--- config.mk ---
export PLATFORM = sky130hd
export DESIGN_NAME = slot_hotplug_ctrl
export DESIGN_NICKNAME = d
export VERILOG_FILES = /design/src/rtl/hp_pkg.sv /design/src/rtl/hp_slot_track.sv /design/src/rtl/hp_eject_enc.sv /design/src/rtl/hp_read_mux.sv /design/src/rtl/slot_hotplug_ctrl.sv
export SDC_FILE = /design/constraint.sdc
export NUM_CORES = 1
export LEC_CHECK = 0
export ABC_CLOCK_PERIOD_IN_PS = 1300
export BUFFER_PORTS_ARGS = -buffer_cell sky130_fd_sc_hd__buf_2
export CAP_MARGIN = 20
export CORE_MARGIN = 2
export CORE_UTILIZATION = 50
export CTS_BUF_LIST = sky130_fd_sc_hd__clkbuf_2 sky130_fd_sc_hd__clkbuf_4 sky130_fd_sc_hd__clkbuf_8
export CTS_CLUSTER_SIZE = 28
export DETAILED_ROUTE_END_ITERATION = 8
export HOLD_SLACK_MARGIN = 0.06
export PLACE_DENSITY = 0.88
export SETUP_SLACK_MARGIN = 0.5
export SLEW_MARGIN = 20
export SYNTH_ARGS = -nofsm -noshare
export SYNTH_HDL_FRONTEND = slang
export SYNTH_SLANG_ARGS = --single-unit
--- constraint.sdc ---
create_clock -name clk -period 1.3 [get_ports clk]
set_clock_uncertainty 0.05 [all_clocks]
set_input_delay 0.13 -clock clk [delete_from_list [all_inputs] [get_ports clk]]
set_output_delay 0.13 -clock clk [all_outputs]
set_load 0.01 [all_outputs]
--- src/rtl/hp_pkg.sv ---
package hp_pkg;

   // Word windows inside the register block, selected by io_addr[3:2]
   typedef enum logic [1:0] {
      WIN_ARRIVED  = 2'd0,
      WIN_DEPARTED = 2'd1,
      WIN_EJECT    = 2'd2,
      WIN_SPARE    = 2'd3
   } hp_win_e;

   // Decoded access: which window, and whether the offset is word aligned
   typedef struct packed {
      logic    aligned;
      hp_win_e win;
   } hp_sel_t;

   function automatic hp_sel_t hp_decode(input logic [3:0] addr);
      hp_sel_t s;
      s.aligned = (addr[1:0] == 2'b00);
      s.win     = hp_win_e'(addr[3:2]);
      return s;
   endfunction

endpackage

--- src/rtl/hp_slot_track.sv ---
module hp_slot_track #(
   parameter int NUM_SLOTS = 32,
   parameter int SLOT_W    = 5
) (
   input  logic                 clk,
   input  logic                 rst_n,
   input  logic                 evt_valid,
   input  logic [SLOT_W-1:0]    evt_slot,
   input  logic                 evt_add,
   input  logic                 evt_coldplug,
   output logic [NUM_SLOTS-1:0] up_map,
   output logic [NUM_SLOTS-1:0] down_map,
   output logic                 gpe_set
);

   logic silent;
   logic take;

   // Power-on present inserts are not reported
   assign silent = evt_add & evt_coldplug;
   assign take   = evt_valid & ~silent;

   for (genvar i = 0; i < NUM_SLOTS; i++) begin : g_slot
      logic hit;
      assign hit = (evt_slot == SLOT_W'(i));

      always_ff @(posedge clk or negedge rst_n) begin
         if (!rst_n) begin
            up_map[i]   <= 1'b0;
            down_map[i] <= 1'b0;
         end else if (take) begin
            // every reported event wipes history, then marks one slot
            up_map[i]   <= hit & evt_add;
            down_map[i] <= hit & ~evt_add;
         end
      end
   end

   always_ff @(posedge clk or negedge rst_n) begin
      if (!rst_n) gpe_set <= 1'b0;
      else        gpe_set <= take;
   end

endmodule

--- src/rtl/hp_eject_enc.sv ---
module hp_eject_enc #(
   parameter int NUM_SLOTS = 32,
   parameter int SLOT_W    = 5
) (
   input  logic                 clk,
   input  logic                 rst_n,
   input  logic                 wr_eject,
   input  logic [NUM_SLOTS-1:0] req_bits,
   output logic                 eject_valid,
   output logic [SLOT_W-1:0]    eject_slot
);

   logic [SLOT_W-1:0] low_idx;
   logic              any_bit;

   // Lowest set bit wins: scan downward so the last hit is the smallest index
   always_comb begin
      low_idx = '0;
      for (int i = NUM_SLOTS - 1; i >= 0; i--) begin
         if (req_bits[i]) low_idx = SLOT_W'(i);
      end
   end

   assign any_bit = |req_bits;

   always_ff @(posedge clk or negedge rst_n) begin
      if (!rst_n) begin
         eject_valid <= 1'b0;
         eject_slot  <= '0;
      end else begin
         eject_valid <= wr_eject & any_bit;
         if (wr_eject & any_bit) eject_slot <= low_idx;
      end
   end

endmodule

--- src/rtl/hp_read_mux.sv ---
module hp_read_mux
   import hp_pkg::*;
#(
   parameter int NUM_SLOTS = 32,
   parameter int DATA_W    = 32
) (
   input  hp_sel_t              sel,
   input  logic [NUM_SLOTS-1:0] up_map,
   input  logic [NUM_SLOTS-1:0] down_map,
   output logic [DATA_W-1:0]    rdata
);

   always_comb begin
      rdata = '0;
      if (sel.aligned) begin
         unique case (sel.win)
            WIN_ARRIVED:  rdata[NUM_SLOTS-1:0] = up_map;
            WIN_DEPARTED: rdata[NUM_SLOTS-1:0] = down_map;
            WIN_EJECT:    rdata = '0;
            WIN_SPARE:    rdata = '0;
         endcase
      end
   end

endmodule

--- src/rtl/slot_hotplug_ctrl.sv ---
module slot_hotplug_ctrl
   import hp_pkg::*;
#(
   parameter  int NUM_SLOTS = 32,
   parameter  int DATA_W    = 32,
   parameter  int ADDR_W    = 4,
   localparam int SLOT_W    = $clog2(NUM_SLOTS)
) (
   input  logic              clk,
   input  logic              rst_n,
   input  logic              evt_valid,
   input  logic [SLOT_W-1:0] evt_slot,
   input  logic              evt_add,
   input  logic              evt_coldplug,
   input  logic [ADDR_W-1:0] io_addr,
   input  logic              io_wr,
   input  logic [DATA_W-1:0] io_wdata,
   output logic [DATA_W-1:0] io_rdata,
   output logic              gpe_set,
   output logic              eject_valid,
   output logic [SLOT_W-1:0] eject_slot
);

   // Elaboration-time parameter checks
   if (NUM_SLOTS < 2 || NUM_SLOTS > DATA_W) begin : g_bad_slots
      $error("NUM_SLOTS must lie in 2..DATA_W");
   end
   if (ADDR_W < 4) begin : g_bad_addr
      $error("ADDR_W must be at least 4");
   end

   logic [NUM_SLOTS-1:0] up_map;
   logic [NUM_SLOTS-1:0] down_map;
   hp_sel_t              sel;
   logic                 wr_eject;

   // The window decodes only when address bits above the 16-byte window are zero
   if (ADDR_W > 4) begin : g_wide_addr
      logic in_window;
      assign in_window   = (io_addr[ADDR_W-1:4] == '0);
      assign sel.win     = hp_win_e'(io_addr[3:2]);
      assign sel.aligned = in_window & (io_addr[1:0] == 2'b00);
   end else begin : g_narrow_addr
      assign sel = hp_decode(io_addr[3:0]);
   end

   assign wr_eject = io_wr & sel.aligned & (sel.win == WIN_EJECT);

   hp_slot_track #(
      .NUM_SLOTS (NUM_SLOTS),
      .SLOT_W    (SLOT_W)
   ) u_track (
      .clk          (clk),
      .rst_n        (rst_n),
      .evt_valid    (evt_valid),
      .evt_slot     (evt_slot),
      .evt_add      (evt_add),
      .evt_coldplug (evt_coldplug),
      .up_map       (up_map),
      .down_map     (down_map),
      .gpe_set      (gpe_set)
   );

   hp_eject_enc #(
      .NUM_SLOTS (NUM_SLOTS),
      .SLOT_W    (SLOT_W)
   ) u_eject (
      .clk         (clk),
      .rst_n       (rst_n),
      .wr_eject    (wr_eject),
      .req_bits    (io_wdata[NUM_SLOTS-1:0]),
      .eject_valid (eject_valid),
      .eject_slot  (eject_slot)
   );

   hp_read_mux #(
      .NUM_SLOTS (NUM_SLOTS),
      .DATA_W    (DATA_W)
   ) u_rmux (
      .sel      (sel),
      .up_map   (up_map),
      .down_map (down_map),
      .rdata    (io_rdata)
   );

endmodule

# After elaboration in Yosys (flattened, before gate mapping)
# Index checks and enable logic that the tools add are counted.
# totals
reg_bits	71
in_bits	47
out_inout_bits	39
word_cells	211
# classes
eq_ne	34
mux	34
bitwise	71
reduce_logical	5
# ops
cell	count
$mux 5	32
$pmux 32 s3	1
$eq 5x5->1 const B	16
$and 1x1->1	69
$eq 5x4->1 const B	8
$mux 32	1
$reduce_or 32->1	1
$eq 5x3->1 const B	4
$eq 5x2->1 const B	2
$eq 5x1->1 const B	1
$logic_not 5->1	1
$eq 2x2->1 const B	2
$logic_not 2->1	2
$eq 2x1->1 const B	1
$not 1->1	2
$reduce_or 2->1	1

# Longest topological paths before layout
# Gate-level depths: netlist (run 1).
# depth
word_depth	32
depth_mapped	7
depth_no_buf	6

# Cells and area by module
# Synthesis (run 1) repeated with hierarchy kept, for this count alone.
# hier_totals
hier_cells	325
area_unflattened_um2	3693.5
# modules_own_cells
mod	instances	cells_each	area_each_um2	seq_area_each_um2
hp_slot_track	1	170	2562.5	1626.6
hp_eject_enc	1	81	581.8	150.1
hp_read_mux	1	72	533.0	0.0
slot_hotplug_ctrl	1	2	16.3	0.0

# Worst setup path after synthesis (run 1)
# OpenSTA, ideal clock, no wires.
# synth_timing
kind	input-to-reg
start	input port io_wdata[16]
end	register u_eject.eject_slot[1]
setup_time_ps	125
arrival_time_ps	1506
required_ps	1125
setup_slack_ps	-381
path_stages	4
path_buffers	0
cell_sequence	or4_4 nor4b_4 a41oi_4 mux2_4
# synth_between
elab_chain_cells	17
elab_cells_between_ends	19
cone_classes	17 x mux; 1 x bitwise; 1 x reduce/logical
# synth_rtl
item	line	source
start, declared	slot_hotplug_ctrl.sv:17	input logic [DATA_W-1:0] io_wdata,
$mux 5 (17 in series)	hp_eject_enc.sv:20	if (req_bits[i]) low_idx = SLOT_W'(i);
end signal, assigned	hp_eject_enc.sv:32	if (wr_eject & any_bit) eject_slot <= low_idx;
end, declared	hp_eject_enc.sv:10	output logic [SLOT_W-1:0] eject_slot
# Several ways; a longest one is shown, not always the timed one.
# A chain may end at the register's enable or synchronous reset.

# Final worst setup path (run 1)
# layout_timing
start	input port io_wdata[31]
end	register u_eject.eject_slot[2]
# layout_between
elab_chain_cells	32
elab_cells_between_ends	34
cone_classes	32 x mux; 1 x bitwise; 1 x reduce/logical
# layout_rtl
item	line
$mux 5 (32 in series)	hp_eject_enc.sv:20
# Several ways; a longest one is shown, not always the timed one.

==> summary.md, run 1 <==
| Metric | Value |
|---|---|
| Overflow after GRT | 0 |
| Final Cell Area | 6018 um2 |
| Worst hold start | io_wdata[1] |
| Worst EP required | 1500 ps |
| Reg2reg setup slack | 300 ps |
| NetSw | 1.534 mW |
| Pwr dens | 839.0 nW/um2 |
| Via Count | 4,151 |
| Pins over their slew limit | 0 |
| Post-Syn Nets | 398 |
| Minimum clock period | 1506 ps |
| Filler Cell Count | 281 |
| Register bit count reported by yosys | 71 |
| Drt initial violations | 440 |
| Die W | 88.14 um |
| Avg WL per Cell | 24.76 um |
| Slew @ Worst Pin | 497.9 ps |
| Reg2Reg Depth | 3 |
| Fraction of layout cells with a size suffix above 1 | 59.62% |
| Largest net degree at the start of global routing | 72 |
| # port buffers | 85 |
| Antenna-violating nets left | 0 |
| Post-synth cell types | 38 |
| Multi-input gate area | 2275 um2 |
| Number of antenna diodes | 0 |
| Inserted Clock Buffers | 9 |
| Int Pwr | 3.516 mW |
| Max Clock Freq | 0.6639 GHz |
| # IOs | 86 |
| Fin util | 88.10% |
| Synth top area share | 50.19% |
| CTS Root Cell | clkbuf_8 |
| TNS Setup | -3221 ps |
| Synth async-reset ratio | 100.0% |
| # nets final | 572 |
| Reg2reg start | u_track.up_map[25]$_DFFE_PN0P_ |
| TritonRoute pass-1 iters | 5 |
| CTS sink cnt | 71 |
| Critical path startpoint category | input port |
| Gpl congestion | 0.8552 |
| Seq/Total Area, Yosys | 50.19% |
| Clk_lat worst skew | 360 ps |
| Reg clk slew, reported paths | 80 ps |
| Leakage power | 2.665 nW |
| Row count | 30 |
| Placed inst area | 4771 um2 |
| Setup repair after global routing missed its margin | true |
| Most common cell in the netlist | dfrtp_1 |
| Period Utilization, post-route | 115.9% |
| Mapped Area | 3540 um2 |
| Count of yosys warnings during synthesis | 0 |
| Die Area | 7769 um2 |
| Die H | 88.14 um |
| Crit path to | u_eject.eject_slot[2]$_DFFE_PN0P_ |
| Max-Cap Viols | 0 |
| WP data arrival | 1710 ps |
| CTS max path bufs | 2 |
| DP Worst Slack | -524.9 ps |
| Vias in the first global route | 3,895 |
| Mapped Cells | 351 |
| Synth-to-Final Area Change | 70.02% |
| EDFF count, synth | 0 |
| Sequential power share | 46.1% |
| GRT Total Usage | 35.05% |
| Mean area per synthesized cell | 10.08 um2 |
| Worst hold path class | input port to register |
| Fin. Hold Viols | 0 |
| Crit end category | register |
| DRC | 0 |
| Post-DP HPWL | 6909 um |
| VDD IR max | 0.0008438 V |
| H-tree levels | 3 |
| Crit Path Max Fanout | 3 |
| Fin worst setup slack | -206.2 ps |
| Core area | 6832 um2 |
| Violated checks | setup timing |
| Status | finished with violations |
| Top post-synthesis cells by area | dfrtp_1 50%, a22o_1 11%, mux2i_1 9.0%, nor2_1 5.9%, o21ai_0 3.1% |
| Register Area | 1777 um2 |
| Final setup fails | 37 |
| Initial Utilization | 51.81% |
| Net Sw Frac | 30.38% |
| Setup CP Type | input port to register |
| Synth area leader | dfrtp_1 |
| Top_reg_cell synth | dfrtp_1 |
| Post-Route WL | 15,500 um |
| Clock share of power | 34.6% |
| Slew Limit Headroom | 65.95% |
| Initial antenna violation count | 0 |
| Comb power frac | 19.4% |
| CTS tree | yes |
| Critical Path Source | io_wdata[31] |
| Global-route wire length before repair | 20,150 um |
| Routed vias/inst | 6.631 |
| R2r endpoint | u_track.up_map[25]$_DFFE_PN0P_ |
| Synth top cells by count | 71 x dfrtp_1, 56 x nor2_1, 44 x a22o_1, 32 x mux2i_1, 26 x nand2_1 |
-- critical path, stage by stage --
cell	delay (ps)
buf_2	140
nor4_2	420
buf_4	190
o211ai_1	130
a211oi_1	350
nor2_1	90
mux2_4	270
-- how the worst min path moves through the flow --
stage / end / slack (ps) / depth (start not counted)
after global placement: u_track.down_map[20]$_DFFE_PN0P_ / 120 / 2
after global routing: u_eject.eject_slot[0]$_DFFE_PN0P_ / 170 / 4
final: u_eject.eject_slot[0]$_DFFE_PN0P_ / 160 / 4
after detailed placement: u_track.down_map[21]$_DFFE_PN0P_ / 130 / 2
after floorplan: u_eject.eject_slot[0]$_DFFE_PN0P_ / -220 / 0
after CTS: u_eject.eject_slot[0]$_DFFE_PN0P_ / 130 / 4
-- registers in the layout, indices dropped and copies added, names as in the netlist --
signal and flops:
u_track.gpe_set 1, u_track.up_map 32, u_eject.eject_valid 1, u_track.down_map 32, u_eject.eject_slot 5
-- placed cells by master, fill, tap and decap left out, types with 2 or more instances in the layout --
cell type | synthesis | routed
buf_6 | 0 | 74
dfrtp_1 | 71 | 71
buf_4 | 0 | 50
buf_2 | 0 | 49
a22o_1 | 44 | 44
nor2_4 | 0 | 35
mux2i_2 | 0 | 29
nor2_1 | 56 | 18
nand2_1 | 26 | 13
o21ai_1 | 0 | 12
clkbuf_8 | 0 | 11
o21ai_2 | 0 | 8
nand2_2 | 0 | 8
buf_12 | 0 | 7
inv_1 | 7 | 6
a21oi_1 | 8 | 6
nand2_4 | 0 | 5
nand2b_1 | 8 | 5
or2_4 | 0 | 5
clkinv_2 | 0 | 4
or4_4 | 1 | 3
nor4_1 | 5 | 3
or4_1 | 5 | 3
nor2_2 | 0 | 3
nor3_1 | 7 | 3
o211ai_1 | 3 | 3
mux2i_1 | 32 | 2
nor2b_1 | 4 | 2
o31ai_1 | 2 | 2
a2111oi_0 | 2 | 2
a31oi_1 | 2 | 2
nand3_1 | 2 | 2
nor3_2 | 0 | 2
nand2b_4 | 0 | 2
nor3_4 | 0 | 2
o21ai_0 | 22 | 2
mux2_4 | 2 | 2
o311ai_0 | 2 | 2
dlygate4sd3_1 | 0 | 2
-- metrics by stage --
stage / total power, mW / cells / hold WS, ps
finish: 5.050 / 626 / 160.8
CTS: 4.752 / 612 / 134.5
global placement: 3.010 / 560 / 124.2
detailed placement: 3.041 / 560 / 132.7
floorplan: 2.730 / 351 / -215.6
global route: 5.178 / 626 / 170.0
-- routing by layer --
metal	GRT usage [%]	up-vias	part of all wire [%]
li1	-	1628	-
met1	43.82	2026	36
met2	56.54	385	47
met3	6.598	112	10
met4	21.63	0	6.8
met5	0	-	0
-- cell type report --
class	instances	share of cell area, %
clock buffers	12	2.640
clock inverters	4	0.3326
inverters	7	0.4366
multi-input cells	253	37.80
flip-flops and latches	71	29.52
well taps	96	1.996
repair buffers	183	27.28
-- logic make-up after synthesis --
kind of cell    after synthesis  share of synthesized area (%)
simple gates                128                          17.57
mux                          34                          9.898
flops                        71                          50.19
compound gates               91                          19.48
buf+inv                      27                          2.863
-- power groups by stage --
stage | Combinational (mW) | Sequential (mW) | Clock, mW
2_1_floorplan | 0.374 | 2.36 | 0
3_3_place_gp | 0.665 | 2.35 | 0
3_5_place_dp | 0.690 | 2.35 | 0
4_1_cts | 0.805 | 2.31 | 1.63
5_1_grt | 1.02 | 2.33 | 1.83
6_report | 0.977 | 2.33 | 1.74
-- timing repair --
item,CTS,global route
resized for setup,95,59
hold endpoints to repair,72,0
endpoints found under the setup margin,106,96
cloned,1,0
buffers inserted,33,14
pin swaps,37,33
hold buffers,2,0
Power figures use the tool's default switching activity.
==> inputs of run 2 (changes only) <==
--- a/config.mk
+++ b/config.mk
@@ -8,15 +8,15 @@
 export ABC_CLOCK_PERIOD_IN_PS = 1300
 export BUFFER_PORTS_ARGS = -buffer_cell sky130_fd_sc_hd__buf_2
 export CAP_MARGIN = 20
-export CORE_MARGIN = 2
 export CORE_UTILIZATION = 50
 export CTS_BUF_LIST = sky130_fd_sc_hd__clkbuf_2 sky130_fd_sc_hd__clkbuf_4 sky130_fd_sc_hd__clkbuf_8
 export CTS_CLUSTER_SIZE = 28
 export DETAILED_ROUTE_END_ITERATION = 8
 export HOLD_SLACK_MARGIN = 0.06
-export PLACE_DENSITY = 0.88
+export PLACE_DENSITY = 0.76
 export SETUP_SLACK_MARGIN = 0.5
 export SLEW_MARGIN = 20
 export SYNTH_ARGS = -nofsm -noshare
 export SYNTH_HDL_FRONTEND = slang
+export SYNTH_HIERARCHICAL = 1
 export SYNTH_SLANG_ARGS = --single-unit
==> run 2 against run 1 <==
The run still ends with setup timing left. Maximum frequency down 2.4%. Sequential power hardly changed. Final cell count shrank 0.96%. Flip-flop and latch count did not move. Critical endpoint is now u_eject/eject_slot[2]$_DFFE_PN0P_. Largest power group unchanged.
==> summary.md, run 2 <==
| Metric | Value |
|---|---|
| TritonRoute pass-1 iters | 5 (unchanged) |
| Antenna-violating nets left | 0 (unchanged) |
| Synth top cells by count | 71 x dfrtp_1, 46 x nor2_1, 44 x a22o_1, 32 x mux2i_1, 20 x o2bb2ai_1 |
| # nets final | 566 (-1.0%) |
| Post-synth cell types | 47 (+24%) |
| Synth top area share | 48.10% (-2.1 points) |
| Count of yosys warnings during synthesis | 6 (+6) |
| CTS tree | yes |
| Critical-path top delay cell | nor4_1 |
| Total power | 5.123 mW (+1.4%) |
| M1 WL | 5201 um (-5.7%) |
| Critical path startpoint category | input port |
| Core area | 6982 um2 (+2.2%) |
| Reg2reg start | u_track/down_map[12]$_DFFE_PN0P_ |
| Pwr dens | 856.2 nW/um2 (+2.0%) |
| Fraction of layout cells with a size suffix above 1 | 58.02% (-1.6 points) |
| Slew @ Worst Pin | 551.7 ps (+53.74 ps) |
| EDFF count, synth | 0 (unchanged) |
| Most common cell after layout, fill and taps aside | buf_2 |
| Clk_lat worst skew | 350 ps (about the same) |
| Reg clk slew, reported paths | 80 ps (about the same) |
| Final setup fails | 20 (-46%) |
| Register bit count reported by yosys | 71 (unchanged) |
| Drt initial violations | 347 (-21%) |
| Die W | 87.95 um (-0.22%) |
| Crit Path Max Fanout | 4 (+1) |
| Synth-to-Final Area Change | 61.99% |
| Fin worst setup slack | -242.8 ps (-36.53 ps) |
| Reg2reg setup slack | 290 ps (about the same) |
| Mapped Cells | 325 (-7.4%) |
| Via Count | 3,841 (-7.5%) |
| Status | finished with violations |
| Slew Limit Headroom | 62.88% (-3.1 points) |
| VDD IR max | 0.0006040 V (-28%) |
| Inserted Clock Buffers | 9 (unchanged) |
| Met2 wire length | 6970 um (-5.1%) |
| Worst EP required | 1490 ps (about the same) |
| Most frequent cells in the layout | 75 x buf_2, 71 x dfrtp_1, 66 x buf_6 |
| Fin. Hold Viols | 0 (unchanged) |
| Die Area | 7735 um2 (-0.43%) |
| Period Utilization, post-route | 118.7% (+2.8 points) |
| # port buffers | 85 (unchanged) |
| DRC | 0 (unchanged) |
| Number of antenna diodes | 0 (unchanged) |
| GRT Total Usage | 27.75% (-7.3 points) |
| H-tree levels | 3 (unchanged) |
| Crit end category | register |
| CTS sink cnt | 71 (unchanged) |
| Avg WL per Cell | 22.42 um (-9.5%) |
| Synth area leader | dfrtp_1 |
| Final Non-Filler Cells | 620 (-0.96%) |
| Initial antenna violation count | 0 (unchanged) |
| Top_reg_cell synth | dfrtp_1 |
| Worst-path cell chain | buf_2 -> buf_4 -> nor4_1 -> nand2_1 -> o21ai_4 -> nand2_2 -> mux2_4 |
| Max Clock Freq | 0.6482 GHz (-2.4%) |
| Routed vias/inst | 6.195 (-6.6%) |
| # IOs | 86 (unchanged) |
| Setup CP Type | input port to register |
| Largest net degree at the start of global routing | 72 (unchanged) |
| Met3 WL post-DR | 844 um (-47%) |
| R2r endpoint | u_track/down_map[12]$_DFFE_PN0P_ |
| Violated checks | setup timing |
| Seq/Total Area, Yosys | 48.10% (-2.1 points) |
| Most common cell in the netlist | dfrtp_1 |
| Hold Path Stages | 3 (-1) |
| Reg2Reg Depth | 3 (unchanged) |
| CTS max path bufs | 2 (unchanged) |
| Pins over their slew limit | 0 (unchanged) |
| Mean area per synthesized cell | 11.36 um2 (+13%) |
| Vias in the first global route | 3,430 (-12%) |
| Top post-synthesis cells by area | dfrtp_1 48%, a22o_1 10%, mux2i_1 8.7%, o2bb2ai_1 4.7%, nor2_1 4.7% |
| Setup repair after global routing missed its margin | true |
| Post-Route WL | 13,900 um (-10%) |
| Minimum clock period | 1543 ps (+36.53 ps) |
| Row count | 30 (unchanged) |
| Leakage power | 2.847 nW (+6.8%) |
| Post-Syn Nets | 372 (-6.5%) |
| Die H | 87.95 um (-0.22%) |
| Initial Utilization | 52.90% (+1.1 points) |
| WP data arrival | 1730 ps (+20 ps) |
| Max-Cap Viols | 0 (unchanged) |
| CTS Root Cell | clkbuf_8 |
| Largest registers | u_track/down_map x32, u_track/up_map x32, u_eject/eject_slot x5 |
| Global-route wire length before repair | 16,250 um (-19%) |
| Gpl congestion | 0.8403 (-1.7%) |
| Hold endpoint | u_track/up_map[16]$_DFFE_PN0P_ |
| Synth async-reset ratio | 100.0% (unchanged) |
| Overflow after GRT | 0 (unchanged) |
| Worst hold start | evt_slot[2] |
| Post-DP HPWL | 6342 um (-8.2%) |
| Uppermost layer routed | met4 |
| Worst hold path class | input port to register |
| Fin util | 85.70% (-2.4 points) |
| Worst stage delay on the critical path | 500 ps (+80 ps) |
| Mapped Area | 3694 um2 (+4.3%) |
| Dpl cells | 533 (-4.8%) |
## run 2: cell count changes in the layout (fill, tap and decap cells not counted), sizes merged, moves of 3 or more
cell / previous run / this run
nand2b: 8 / 1
o2bb2ai: 0 / 20
and4bb: 0 / 7
buf: 181 / 203
o21ai: 22 / 8
nor2b: 4 / 0
nand4b: 0 / 5
nor2: 56 / 47
nand2: 26 / 5
inv: 7 / 10
or2: 5 / 1
nor4b: 1 / 4
nor3: 7 / 3
## run 2: worst max-delay path, delay by kind of cell
| family | cells | cell delay [ps] |
|---|---|---|
| compound gates | 1 | 210 |
| mux | 1 | 320 |
| simple gates | 3 | 830 |
| buf+inv | 2 | 240 |
## run 2: metrics by stage
stage | setup slack [ps] | hold slack, ps | instance area (um2) | TNS [ps]
floorplan | -306.4 | -215.6 | 4009 | -782.3
global placement | -469.1 | 130.5 | 4741 | -2067
detailed placement | -524.5 | 135.1 | 4741 | -2304
CTS | -102.9 | 137.2 | 5335 | -258.9
global route | -309.8 | 146.9 | 5983 | -2704
finish | -242.8 | 150.9 | 5983 | -1275
## run 2: cells by family (layout without fill, tap and decap cells)
kind of cell           Yosys count  count (layout)  share of synthesized area, %
muxes                           33              33                         9.079
DFF                             71              71                         48.10
buffers and inverters           31             230                         5.894
and+or+nand+nor                 94              94                         15.96
AOI/OAI and AO/OA               96              96                         20.97
## run 2: layout make-up
type	count	area (um2)
flip-flops and latches	71	1777
repair buffers	205	1707
clock inverters	5	56.30
multi-input cells	223	2145
well taps	96	120.1
fillers	346	998.5
clock buffers	11	145.1
inverters	9	33.78
## run 2: routing by layer
metal | vias up | global-route usage, %
met5 | - | 0
met4 | 0 | 10.73
met3 | 77 | 6.032
met2 | 241 | 46.16
met1 | 1893 | 35.47
li1 | 1630 | -
## run 2: where the power goes
group / internal (mW) / switching, mW
Combinational: 0.448 / 0.505
Clock: 0.961 / 0.895
Sequential: 2.27 / 0.0442
Total: 3.68 / 1.44
## run 2: worst max-delay path by stage
| stage | from | to | slack (ps) | depth (start not counted) |
|---|---|---|---|---|
| floorplan | io_wdata[19] | u_eject/eject_slot[2]$_DFFE_PN0P_ | -310 | 5 |
| global placement | io_wdata[19] | u_eject/eject_slot[2]$_DFFE_PN0P_ | -470 | 6 |
| detailed placement | io_wdata[19] | u_eject/eject_slot[1]$_DFFE_PN0P_ | -520 | 8 |
| CTS | io_wdata[20] | u_eject/eject_slot[2]$_DFFE_PN0P_ | -100 | 6 |
| global route | io_wdata[31] | u_eject/eject_slot[2]$_DFFE_PN0P_ | -310 | 7 |
| finish | io_wdata[31] | u_eject/eject_slot[2]$_DFFE_PN0P_ | -240 | 7 |
## run 2: timing repair
action	4_1_cts	5_1_grt
pin swaps	26	22
gates cloned	0	2
setup endpoints to repair	53	104
hold endpoints to repair	71	0
gates resized for setup	20	80
hold buffers	1	0
buffers inserted	38	30
